[config.mk]
export PLATFORM = sky130hd
export DESIGN_NAME = raster_timing
export DESIGN_NICKNAME = d
export VERILOG_FILES = /design/src/rtl/raster_pkg.sv /design/src/rtl/raster_counter.sv /design/src/rtl/vblank_ctrl.sv /design/src/rtl/irq_gate.sv /design/src/rtl/raster_timing.sv
export SDC_FILE = /design/constraint.sdc
export NUM_CORES = 1
export LEC_CHECK = 0
export BUFFER_PORTS_ARGS = -buffer_cell sky130_fd_sc_hd__clkbuf_2
export CAP_MARGIN = 0
export CELL_PAD_IN_SITES_DETAIL_PLACEMENT = 2
export CELL_PAD_IN_SITES_GLOBAL_PLACEMENT = 2
export CORE_MARGIN = 3
export CORE_UTILIZATION = 32
export CTS_CLUSTER_SIZE = 8
export DETAILED_ROUTE_END_ITERATION = 10
export PLACE_DENSITY_LB_ADDON = 0.2
export SLEW_MARGIN = 0
export SYNTH_ARGS = -nofsm -noshare
export SYNTH_HDL_FRONTEND = slang
export SYNTH_SLANG_ARGS = --single-unit
[constraint.sdc]
create_clock -name clk -period 3.65 [get_ports clk]
set_input_delay 0.365 -clock clk [delete_from_list [all_inputs] [get_ports clk]]
set_output_delay 0.365 -clock clk [all_outputs]
set_load 0.02 [all_outputs]
[src/rtl/raster_pkg.sv]
package raster_pkg;

    localparam int DOT_W          = 9;
    localparam int LINE_W         = 9;
    localparam int DOTS_PER_LINE  = 341;
    localparam int LINES_PER_FRM  = 262;
    localparam int VBL_LINE       = 241;
    localparam int PRE_LINE       = 261;
    localparam int EDGE_DOT       = 1;

    typedef struct packed {
        logic [LINE_W-1:0] line;
        logic [DOT_W-1:0]  dot;
    } raster_pos_t;

    typedef enum logic [1:0] {
        FLAG_KEEP = 2'd0,
        FLAG_SET  = 2'd1,
        FLAG_CLR  = 2'd2
    } flag_op_e;

    function automatic raster_pos_t pos_step(raster_pos_t p, int dots, int lines);
        raster_pos_t n;
        n = p;
        if (int'(p.dot) == dots - 1) begin
            n.dot = '0;
            if (int'(p.line) == lines - 1) begin
                n.line = '0;
            end else begin
                n.line = p.line + 1'b1;
            end
        end else begin
            n.dot = p.dot + 1'b1;
        end
        return n;
    endfunction

    function automatic logic pos_match(raster_pos_t p, int l, int d);
        return (int'(p.line) == l) && (int'(p.dot) == d);
    endfunction

endpackage

[src/rtl/raster_counter.sv]
module raster_counter
    import raster_pkg::*;
#(
    parameter int DOTS  = DOTS_PER_LINE,
    parameter int LINES = LINES_PER_FRM
) (
    input  logic        clk,
    input  logic        rst,
    input  logic        pix_en,
    output raster_pos_t pos,
    output raster_pos_t pos_nxt
);

    always_comb begin
        pos_nxt = pos_step(pos, DOTS, LINES);
    end

    always_ff @(posedge clk) begin
        if (rst) begin
            pos <= '0;
        end else if (pix_en) begin
            pos <= pos_nxt;
        end
    end

endmodule

[src/rtl/vblank_ctrl.sv]
module vblank_ctrl
    import raster_pkg::*;
#(
    parameter int SET_LINE = VBL_LINE,
    parameter int CLR_LINE = PRE_LINE,
    parameter int FLAG_DOT = EDGE_DOT
) (
    input  logic        clk,
    input  logic        rst,
    input  logic        pix_en,
    input  logic        stat_rd,
    input  raster_pos_t pos_nxt,
    output logic        vblank
);

    logic     rd_pend;
    logic     rd_due;
    flag_op_e op;

    assign rd_due = stat_rd | rd_pend;

    // Setting has priority over any clear landing on the same pixel step.
    always_comb begin
        op = FLAG_KEEP;
        if (pix_en) begin
            if (pos_match(pos_nxt, SET_LINE, FLAG_DOT)) begin
                op = FLAG_SET;
            end else if (pos_match(pos_nxt, CLR_LINE, FLAG_DOT) || rd_due) begin
                op = FLAG_CLR;
            end
        end
    end

    always_ff @(posedge clk) begin
        if (rst) begin
            rd_pend <= 1'b0;
        end else if (pix_en) begin
            rd_pend <= 1'b0;
        end else if (stat_rd) begin
            rd_pend <= 1'b1;
        end
    end

    always_ff @(posedge clk) begin
        if (rst) begin
            vblank <= 1'b0;
        end else begin
            case (op)
                FLAG_SET: vblank <= 1'b1;
                FLAG_CLR: vblank <= 1'b0;
                default:  vblank <= vblank;
            endcase
        end
    end

endmodule

[src/rtl/irq_gate.sv]
module irq_gate (
    input  logic vblank,
    input  logic irq_en,
    output logic irq
);

    assign irq = vblank & irq_en;

endmodule

[src/rtl/raster_timing.sv]
module raster_timing
    import raster_pkg::*;
#(
    parameter int DOTS     = DOTS_PER_LINE,
    parameter int LINES    = LINES_PER_FRM,
    parameter int SET_LINE = VBL_LINE,
    parameter int CLR_LINE = PRE_LINE,
    parameter int FLAG_DOT = EDGE_DOT
) (
    input  logic              clk,
    input  logic              rst,
    input  logic              pix_en,
    input  logic              irq_en,
    input  logic              stat_rd,
    output logic [LINE_W-1:0] line,
    output logic [DOT_W-1:0]  dot,
    output logic              vblank,
    output logic              irq
);

    raster_pos_t pos;
    raster_pos_t pos_nxt;

    raster_counter #(
        .DOTS  (DOTS),
        .LINES (LINES)
    ) u_cnt (
        .clk     (clk),
        .rst     (rst),
        .pix_en  (pix_en),
        .pos     (pos),
        .pos_nxt (pos_nxt)
    );

    vblank_ctrl #(
        .SET_LINE (SET_LINE),
        .CLR_LINE (CLR_LINE),
        .FLAG_DOT (FLAG_DOT)
    ) u_vbl (
        .clk     (clk),
        .rst     (rst),
        .pix_en  (pix_en),
        .stat_rd (stat_rd),
        .pos_nxt (pos_nxt),
        .vblank  (vblank)
    );

    irq_gate u_irq (
        .vblank (vblank),
        .irq_en (irq_en),
        .irq    (irq)
    );

    assign line = pos.line;
    assign dot  = pos.dot;

endmodule

==> results of run 1 <==
sequential cells by signal (all words and copies together), names as in the netlist:
name / flops
u_cnt.pos: 18
u_vbl.rd_pend: 1
u_vbl.vblank: 1
synth_stat cells, types with 3 or more instances:
library cell   n
and3_1         3
dfxtp_1       20
nand2_1       12
nor2_1        29
nor3_1        10
buf_2          8
xnor2_1        5
o21ai_0        8
ha_1           5
inv_1          6
xor2_1         5
a211oi_1       4
nand3_1       14
a21oi_1       14
or3_1          3
clkbuf_1       5
cell type report:
class                           count  area (um^2)  share of cell area, %
Clock buffer                        4        55.05                  3.361
Inverter                            6        22.52                  1.375
Multi-Input combinational cell    149        974.7                  59.51
Sequential cell                    20        400.4                  24.45
Tap cell                           52        65.06                  3.973
Timing Repair Buffer               24        120.1                  7.334
routing by layer:
metal	global-route usage, %	share of wire [%]
met1	22.91	50
met2	26.67	48
met3	2.462	2.0
met4	4.225	0.91
met5	0	0
worst max-delay path, stage by stage, from the launching register on:
cell,delay (ps)
dfxtp_1,500
inv_1,90
ha_1,310
or4b_1,490
nor4_2,320
and2b_1,190
o211ai_2,100
o41ai_2,340
ha_1,290
a21oi_1,150
nor2_1,50
kinds of logic after synthesis:
group | count (synthesis) | synth area share, %
flops | 20 | 27.28
buf+inv | 20 | 6.309
xor+xnor | 10 | 5.967
simple gates | 92 | 36.74
fa+ha+maj | 5 | 4.263
compound gates | 40 | 17.99
mux | 2 | 1.449
worst paths after layout:
path,startpoint,endpoint,slack (ps),cells after the start
setup / recovery,u_cnt.pos[0],u_vbl.vblank,680,10
hold / removal,stat_rd,u_vbl.rd_pend,380,3
setup reg to reg,u_cnt.pos[0],u_vbl.vblank,680,10
hold reg to reg,u_vbl.rd_pend,u_vbl.rd_pend,520,2
per-stage QoR:
stage | area [um^2] | utilization, %
5_1_grt | 1638 | 37.36
2_1_floorplan | 1468 | -
3_3_place_gp | 1583 | 36.10
4_1_cts | 1638 | 37.36
3_5_place_dp | 1583 | 36.10
6_report | 1638 | 37.36
where the power goes:
group	total (mW)	internal (mW)	switching (mW)
clock	0.182	0.0964	0.0856
sequential	0.226	0.221	0.00457
combinational	0.0299	0.0103	0.0195
==> results list, run 1 <==
* Number of distinct library cells after synthesis: 50
- Filler instances: 525
* Vias after detailed routing: 1,420
- GR Util All Layers: between 10% and 20%
* Total Routed Length: roughly 4.2 mm
- Post-CTS repair changed the size of 0 cells.
- Area growth, synth to finish: 11.59%
- Share of flip-flops with an asynchronous set or reset after synthesis: 0%
* Number of antenna violations at the first check in global routing: 0
- Sequential-to-total area share from yosys stat: a little over a quarter
* Number of flip-flops and latches in the synthesized netlist: 20
* Cell types occupying the most area after synthesis: dfxtp_1, nor2_1, a21oi_1, nand3_1, ha_1
- Portion of the clock cycle consumed by the worst path in the final layout: between 80% and 90%
- Min cycle time layout: 2967 ps
* Site row count: 24
- Pre-CTS setup slack: 714.4 ps
- The floorplan step set the die height to approximately 74 um.
- Cell count after placement: 251
- In this run the count of I/O pins placed on the die edge is 25.
- Pwr/cell area: approximately 270 nW/um^2
- Post-detail-place hpwl: 3.200 mm
- Global routing finished with a remaining overflow of 0.
- Required time at the worst-slack endpoint: between 3000 and 4000 ps
- For this run, the leading register cell type out of synthesis is dfxtp_1.
- At the worst endpoint, the arrival time is 3110 ps.
- DR DRC count: 0
* Final Hold Fails: 0
* Status: finished, final reports clean
* First-pass GRT wire length: 7.093 mm
- Max FO, Critical Path: 9
- Unrepaired setup endpoints after global routing: no
- Synthesis produced a netlist with a net count of 199.
- Number of hold buffers added after cts: 0
* Detailed-router iteration count before antenna repair: 4
- Number of clock sinks: 20
- Total Nets Final: 214
- STA classifies the critical path startpoint as a register.
* Die outline area: around 5400 um^2
- Clock latency on the worst-skew pair, taken at its later pin, is approximately 270 ps.
* Clock Tree Buf Depth: 2
* Number of buffers added on ports: 24
- Leaving out fill and tap cells, the most frequent cell in the layout is nor2_1.
- Cells with a size suffix above 1 make up 19.21% of the layout.
* Transition at the pin with the smallest max-transition slack: about 470 ps
- Starting density of the core: roughly a third
- Final-layout worst hold slack: about 380 ps
* Total chip power: 437.3 uW
* Diode insertion count for antenna repair: 0
- The region available for standard cell placement spans between 4000 and 5000 um^2.
- In the layout the commonest cells are nor2_1, clkbuf_2, dfxtp_1, nand3_1, a21oi_1.
- TritonCTS clock tree: built
- Yosys mapped a number of flops with a built-in enable equal to 0.
* Maximum operating frequency: 0.3371 GHz
- Final setup fails: 0
- The number of global-route vias before repair was 1,440.
- Post-route insts no fill: 255
- In this run the tightest slew margin relative to its limit is 68.77%.
- For the final database, setup skew stands at 3.739 ps.
- Overall die width: around 74 um
- The path class of the tightest hold or removal check is in -> reg.
- Adding up every negative setup slack in the final design gives 0 ps.
* Wire length per cell after detailed routing: 16.45 um
- Worst Setup Path Type: reg -> reg
- The number of clock buffers added by TritonCTS is 3.
- Top cell type's share of synthesized area: between 20 and 30%
- The final max-slew violation count is 0.
* Mean Syn Cell Area: 7.765 um^2
- Final Worst Setup Slack: 683.5 ps
* Cell area after synthesis: 1468 um^2
- In the synthesized netlist, the number of instances is 189.
* Maximum number of pins on one net before global-route repair: 21
* Worst IR Drop VDD: 0.0001958 V
- STA classifies the critical path endpoint as a register.
* Biggest area consumer among synthesized cells: dfxtp_1
* Number of max-cap violations: 0
* Clock tree root driver cell: clkbuf_8
- Warning count from the yosys run: 0
- H-tree lvl count: 1
- Via density per instance: approximately 5.6
- Global placement routability congestion: 0.8084
- Reported leakage power: around 0.63 nW
* Number of routed nets with antenna violations: 0
- Post-CTS setup buffers: 0
- After the first detailed-routing iteration, the DRC count stood at 51.
* CTS clk-pin slew, worst paths: around 90 ps
Note: power is estimated with default switching activity, not from simulation.
==> run 2, diff against run 1 <==
ABC_AREA = 1   (was unset)
CORE_UTILIZATION = 28   (was 32)
clock period = 2.93 ns   (was 3.65 ns; I/O delays follow)
==> results list, run 2 <==
- Status: finished, final reports clean
* Worst Setup Path Type: reg -> reg
- Diode insertion count for antenna repair: 0 (unchanged)
- Number of clock sinks: 20 (unchanged)
- The number of synthesized register bits was 20 (unchanged).
- The number of design rule violations left after detail routing was 0 (unchanged).
- P_int: 449.2 uW (+37%)
* Top cell type's share of synthesized area: 29.06% (+1.8 points)
- The total of hold buffers inserted after clock tree synthesis is 0 (unchanged).
* Overall die width: 76.14 um (+3.3%)
- The cell that appears most often on the critical path is nor2_1.
- Vias in the first global route: 1,583 (+9.9%)
- The switching power is 206.5 uW (+88%).
- The wire length of the first global-routing pass is 7.935 mm (+12%).
* Final worst clock skew: 12.63 ps (+8.887 ps)
- The fraction of synthesis flops using an asynchronous set or reset pin is 0% (unchanged).
- Clock tree root driver cell: clkbuf_8
- Summed over all instances, the cell type with the most area after synthesis is dfxtp_1.
* Post-synth top cells: nand2_1, inv_1, nor2_1, dfxtp_1, nand3_1
- Most frequent cell after synthesis: nand2_1
- The synthesized instance count was 225 (+19%).
* Worst hold path stage count: 2 (-1)
- The vias after detailed routing came to 1,521 (+7.1%).
* Final setup fails: 0 (unchanged)
- Max FO, Critical Path: 12 (+3)
* Number of max-cap violations: 0 (unchanged)
- Setup repair after global routing left no endpoint under its margin.
- Data arrival at the endpoint of the critical path: 2650 ps (-460 ps)
- Compared with the post-synthesis result, the final layout area differs by 17.26%.
- The placeable core area came to 4564 um^2 (+4.1%).
- Pre-CTS setup slack: 325.9 ps (-388.6 ps)
- Number of antenna violations at the first check in global routing: 0 (unchanged)
- Detailed router's first-iteration violation count: 46 (-9.8%)
- Largest registers: u_cnt.pos: 18 flops, u_vbl.rd_pend: 1 flops, u_vbl.vblank: 1 flops
- TritonCTS built the clock tree.
- The top achievable clock speed is 0.4009 GHz (+19%).
* Depth of the worst register-to-register path: 17 (+7)
* Post-detail-place hpwl: 3.670 mm (+15%)
- The worst setup path is launched from a register.
- Relative contribution of combinational cells to total power: 19.7% (+13 points)
- The overall routed net length was 4.683 mm (+12%).
- The critical path required time was 3090 ps (-710 ps).
- The routability-driven placement congestion ratio is 0.7935 (-1.8%).
- The clock network fraction of design power is 34.1% (-7.5 points).
- The number of enable-type register cells in the synthesized netlist came to 0 (unchanged).
- Detailed-router iteration count before antenna repair: 4 (unchanged)
* Die outline area: 5797 um^2 (+6.7%)
* GR Util All Layers: 16.65% (+0.096 points)
* Most instantiated flip-flop cell in the synthesis netlist: dfxtp_1
- Tightest slew margin relative to the limit: 59.57% (-9.2 points)
- GRT Residual Overflow: 0 (unchanged)
- The number of routed nets with antenna violations is 0 (unchanged).
- Clock Tree Buf Depth: 2 (unchanged)
- Pwr/cell area: 406.0 nW/um^2 (+52%)
* Share of cells above drive strength 1: 18.47% (-0.74 points)
- Reported leakage power: 0.7921 nW (+25%)
* Number of pins with negative max-slew slack in the final report: 0 (unchanged)
- CTS resizes: 0 (unchanged)
- Warning count from the yosys run: 0 (unchanged)
* Worst IR Drop VDD: 0.0002430 V (+24%)
* Filler instances: 600 (+14%)
* Starting density of the core: 30.18% (-3.3 points)
- Critical Path, Cell by Cell: inv_1 -> ha_1 -> nand2_1 -> nor2_1 -> nand2_2 -> nand3_2 -> nand3_1 -> nor2_1 -> nand2_1 -> nor2_1 -> nand3_1 -> nand2_1 -> nor2_2 -> ha_1 -> nor2_1 -> a21oi_1 -> nor2_1
- For this design, the slowest cell found on the critical path is dfxtp_1.
- Via density per instance: 4.844 (-13%)
- Transition at the pin with the smallest max-transition slack: 605.8 ps (+138.7 ps)
- The worst hold slack after final layout came to 234.6 ps (-141.4 ps).
- The final period utilization is 85.14% (+3.9 points).
- The number of buffers added for setup after CTS was 0 (unchanged).
* Later-pin clock latency in the skew report: 270 ps (about the same)
- The fraction of power spent switching nets is 31.49% (+6.4 points).
* Register cell area after layout: 400.4 um^2 (unchanged)
- The largest net degree at the start of global routing was 18 (-14%).
- The synthesized area is 1378 um^2 (-6.1%).
- Sequential-to-total area share from yosys stat: 29.06% (+1.8 points)
- Final Hold Fails: 0 (unchanged)
- The synthesized net count came to 235 (+18%).
- The finished layout cell area is 1615 um^2 (-1.4%).
* Cts bufs inserted: 3 (unchanged)
- The number of levels the H-tree was split into was 1 (unchanged).
- The total placed instance area was 1558 um^2 (-1.6%).
- The final total negative setup slack came to 0 ps (unchanged).
* Worst min-delay path class: in -> reg
* Number of distinct library cells after synthesis: 22 (-56%)
- Sequential cell fraction of total power: 46.2% (-5.4 points)
* Multi-input gate area: 815.8 um^2 (-16%)
- Wire length per cell after detailed routing: 14.91 um (-9.4%)
- Number of buffers added on ports: 24 (unchanged)
* Min cycle time layout: 2495 ps (-471.9 ps)
- Total Nets Final: 260 (+21%)
- # IOs: 25 (unchanged)
- Largest register by flop count: u_cnt.pos
- Site row count: 24 (unchanged)
- The height of the chip came to 76.14 um (+3.3%).
- CTS clk-pin slew, worst paths: 80 ps (about the same)
- Cell types occupying the most area after synthesis: dfxtp_1, nand2_1, inv_1, nor2_1, nand3_1
* Kind of end point of the critical path: register
- Leaving out fill and tap cells, the most frequent cell in the layout is nand2_1.
* Slowest Stage Delay on Critical Path: 370 ps (-130 ps)
- Final Worst Setup Slack: 435.3 ps (-248.1 ps)
- Commonest cells after routing, fill and taps aside: nand2_1, inv_1, nor2_1, clkbuf_2
- The mean instance size in the synthesized netlist came to 6.123 um^2 (-21%).
* Number of flip-flops under the largest register name: 18 (unchanged)
run 2: cell types whose count changed after synthesis, sizes merged, moves of 5 or more:
cell / previous run / this run
a21oi: 14 / 4
buf: 9 / 3
inv: 6 / 36
nand2: 12 / 65
nand3: 14 / 22
nor2: 30 / 37
nor3: 10 / 2
o22ai: 0 / 11
xnor2: 5 / 0
run 2: worst max-delay path: cells and delay by family, from the launching register on:
family / cells / cell delay (ps)
fa+ha+maj: 2 / 420
simple gates: 13 / 1390
buf+inv: 1 / 80
flops: 1 / 370
compound gates: 1 / 120
run 2: layout make-up:
cell class              count  area share [%]
clock buffers               4           3.408
inverters                  36           8.366
multi-input cells         164           50.50
flip-flops and latches     20           24.79
well taps                  65           5.035
repair buffers             25           7.901
run 2: worst paths after layout:
kind | startpoint | endpoint | slack (ps)
worst max-delay path | u_cnt.pos[0] | u_vbl.vblank | 440
worst min-delay path | rst | u_vbl.vblank | 230
worst max register to register | u_cnt.pos[0] | u_vbl.vblank | 440
worst min register to register | u_vbl.rd_pend | u_vbl.rd_pend | 500
run 2: stage by stage:
stage | total power, mW | util [%] | std cells
final | 0.6557 | 35.39 | 314
after global placement | 0.4327 | 34.13 | 310
after global routing | 0.7006 | 35.39 | 314
after detailed placement | 0.4377 | 34.13 | 310
after floorplan | 0.3929 | - | 225
after CTS | 0.6670 | 35.33 | 314
run 2: cell families (layout without fill, tap and decap cells):
kind of cell,after synthesis,after routing,synth area share (%)
compound gates,26,26,10.81
xor+xnor,1,1,0.6359
fa+ha+maj,5,5,4.541
flops,20,20,29.06
buf+inv,41,65,11.90
simple gates,132,132,43.05
run 2: metal layers:
metal | routed length, um | up-vias | global-route usage (%)
met4 | 22 | 0 | 2.174
li1 | - | 762 | -
met2 | 2217 | 23 | 28.55
met5 | 0 | - | 0
met3 | 139 | 2 | 2.600
met1 | 2304 | 734 | 22.58
run 2: power by group through the flow:
stage | registers [mW] | logic (mW) | clock network (mW)
3_3_place_gp | 0.309 | 0.124 | 0
5_1_grt | 0.306 | 0.151 | 0.244
3_5_place_dp | 0.310 | 0.128 | 0
6_report | 0.303 | 0.129 | 0.224
4_1_cts | 0.303 | 0.131 | 0.232
2_1_floorplan | 0.321 | 0.0720 | 0
==> run 3, diff against run 2 <==
PLACE_DENSITY = 0.77   (was unset)
PLACE_DENSITY_LB_ADDON = unset   (was 0.2)
==> results list, run 3 (synthesized netlist as in run 2, its figures left out) <==
- Final-layout worst hold slack: 236.0 ps (+1.326 ps)
- The fraction of layout cells with a size suffix above 1 came to 18.15% (-0.33 points).
* Later-pin clock latency in the skew report: 260 ps (about the same)
- Std-Cell Core Area: 4564 um^2 (unchanged)
- The number of cell rows is 24 (unchanged).
- The final HPWL from detailed placement came to 3.575 mm (-2.6%).
- GR Util All Layers: 16.88% (+0.23 points)
- The number of buffers added for setup after CTS is 0 (unchanged).
- Worst Setup Path Type: reg -> reg
* Min cycle time layout: 2545 ps (+50.30 ps)
- The worst setup path is captured at a register.
* Starting density of the core: 30.18% (unchanged)
* Critical Path Start: u_cnt.pos[0]
- Relative to the synthesized area, the layout overhead comes to 16.71%.
* CTS clk-pin slew, worst paths: 70 ps (about the same)
- Die outline area: 5797 um^2 (unchanged)
* Clock tree root driver cell: clkbuf_8
* Worst R2R Setup Slack: 390 ps (-50 ps)
- The vias after detailed routing is 1,504 (-1.1%).
- Number of flip-flops under the largest register name: 18 (unchanged)
- Pwr/cell area: 399.4 nW/um^2 (-1.6%)
* Detailed router's first-iteration violation count: 51 (+11%)
* Number of routed nets with antenna violations: 0 (unchanged)
* Wire length per cell after detailed routing: 14.46 um (-3.1%)
- Worst hold path stage count: 2 (unchanged)
- Depth of the worst register-to-register path: 19 (+2)
- Largest register by flop count: u_cnt.pos
* Total Routed Length: 4.525 mm (-3.4%)
* Endpoint of the worst hold-timing path: u_vbl.vblank
- Via density per instance: 4.805 (-0.80%)
- Portion of the clock cycle consumed by the worst path in the final layout: 86.86% (+1.7 points)
- The path class of the tightest hold or removal check is in -> reg.
* Commonest cells after routing, fill and taps aside: nand2_1, inv_1, nor2_1, clkbuf_2
* Diode insertion count for antenna repair: 0 (unchanged)
- The final setup violation count was 0 (unchanged).
- Unrepaired setup endpoints after global routing: no
- Required time at the worst-slack endpoint: 3090 ps (about the same)
- The number of clock sinks came to 20 (unchanged).
* TritonCTS clock tree: built
- Maximum operating frequency: 0.3929 GHz (-2.0%)
- Worst IR Drop VDD: 0.0002188 V (-10%)
* First-pass GRT wire length: 8.086 mm (+1.9%)
- Overall die width: 76.14 um (unchanged)
- Status: finished, final reports clean
- The total power draw is 642.1 uW (-2.1%).
- In the final layout, the registers with the most flip-flops are u_cnt.pos: 18 flops, u_vbl.rd_pend: 1 flops, u_vbl.vblank: 1 flops.
- The max capacitance violation total was 0 (unchanged).
- Leaving out fill and tap cells, the most frequent cell in the layout is nand2_1.
- Tightest slew margin relative to the limit: 60.76% (+1.2 points)
- The worst setup path is launched from a register.
* Final worst clock skew: 5.874 ps (-6.752 ps)
* Number of buffers added on ports: 24 (unchanged)
- The largest net degree at the start of global routing is 18 (unchanged).
- Total Nets Final: 259 (-0.38%)
- Transition at the pin with the smallest max-transition slack: 586.4 ps (-19.42 ps)
- Reg-to-reg critical path endpoint: u_vbl.vblank
- The number of iterations in the first detailed-routing pass was 4 (unchanged).
- The number of hold violations in the final report came to 0 (unchanged).
* Global placement routability congestion: 0.8136 (+2.5%)
* Die Y-Extent: 76.14 um (unchanged)
* Data arrival at the endpoint of the critical path: 2700 ps (+50 ps)
* DR DRC count: 0 (unchanged)
- Number of hold buffers added after cts: 0 (unchanged)
- GRT Residual Overflow: 0 (unchanged)
* Number of antenna violations at the first check in global routing: 0 (unchanged)
- Startpoint of the worst register-to-register path: u_cnt.pos[0]
- The static leakage power came to 0.7866 nW (-0.69%).
- The number of fill cells in the layout was 603 (+0.50%).
* H-tree lvl count: 1 (unchanged)
- Cts bufs inserted: 3 (unchanged)
- Max FO, Critical Path: 15 (+3)
- The maximum buffer depth of the clock tree is 2 (unchanged).
* # IOs: 25 (unchanged)
- The final total negative setup slack is 0 ps (unchanged).
- The final max-slew violation count came to 0 (unchanged).
- The startpoint identified for the worst hold timing path is rst.
- The number of global-route vias before repair was 1,594 (+0.69%).
-- run 3: changes by cell type in the layout (fill, tap and decap cells not counted), sizes merged --
cell / previous run / this run
buf: 1 / 0
-- run 3: final cells by class --
class / instances / area [um^2] / area share (%)
Clock buffer: 4 / 55.05 / 3.424
Inverter: 36 / 135.1 / 8.405
Multi-Input combinational cell: 164 / 815.8 / 50.74
Sequential cell: 20 / 400.4 / 24.90
Tap cell: 65 / 81.33 / 5.058
Timing Repair Buffer: 24 / 120.1 / 7.471
-- run 3: through the flow --
step / setup slack [ps] / utilization [%] / instance area, um^2 / cells
final: 385.0 / 35.22 / 1608 / 313
after global routing: 17.84 / 35.22 / 1608 / 313
after CTS: 262.1 / 35.17 / 1605 / 313
after detailed placement: 345.3 / 33.96 / 1550 / 309
after global placement: 390.0 / 33.96 / 1550 / 309
after floorplan: 649.0 / - / 1378 / 225
-- run 3: where the power goes --
group | switching, mW | leakage (nW) | internal (mW)
Combinational | 0.0788 | 0.596 | 0.0441
Sequential | 0.0176 | 0.162 | 0.285
Clock | 0.0972 | 0.0288 | 0.120
Total | 0.194 | 0.787 | 0.449
-- run 3: worst max-delay path, stage by stage (launching register included) --
cell and delay [ps]:
dfxtp_1 370, inv_1 80, ha_1 140, nand2_1 70, inv_1 70, nand2_1 80, nor2_4 330, nand2_1 100
nand2_1 80, nand2_2 80, nor2_1 110, nand2_1 60, nor2_1 120, nand3_1 90, nand2_1 80, nor2_2 50
ha_1 300, nor2_1 50, a21oi_1 130, nor2_1 60
-- run 3: what timing repair did --
action,4_1_cts,5_1_grt
endpoints found under the setup margin,0,1
endpoints found under the hold margin,0,0
resized for setup,0,1
-- run 3: layer usage --
metal / wire length (um) / global-route usage (%) / vias to the layer above
met3: 165 / 2.837 / 2
met1: 2242 / 23.30 / 720
met2: 2102 / 28.55 / 23
met5: 0 / 0 / -
met4: 15 / 1.630 / 0
li1: - / - / 759
-- run 3: worst max path at each step --
stage,endpoint,slack [ps]
after global routing,u_vbl.vblank,20
after global placement,u_vbl.vblank,390
after detailed placement,u_vbl.vblank,350
after CTS,u_vbl.vblank,260
final,u_vbl.vblank,390
after floorplan,u_vbl.vblank,650
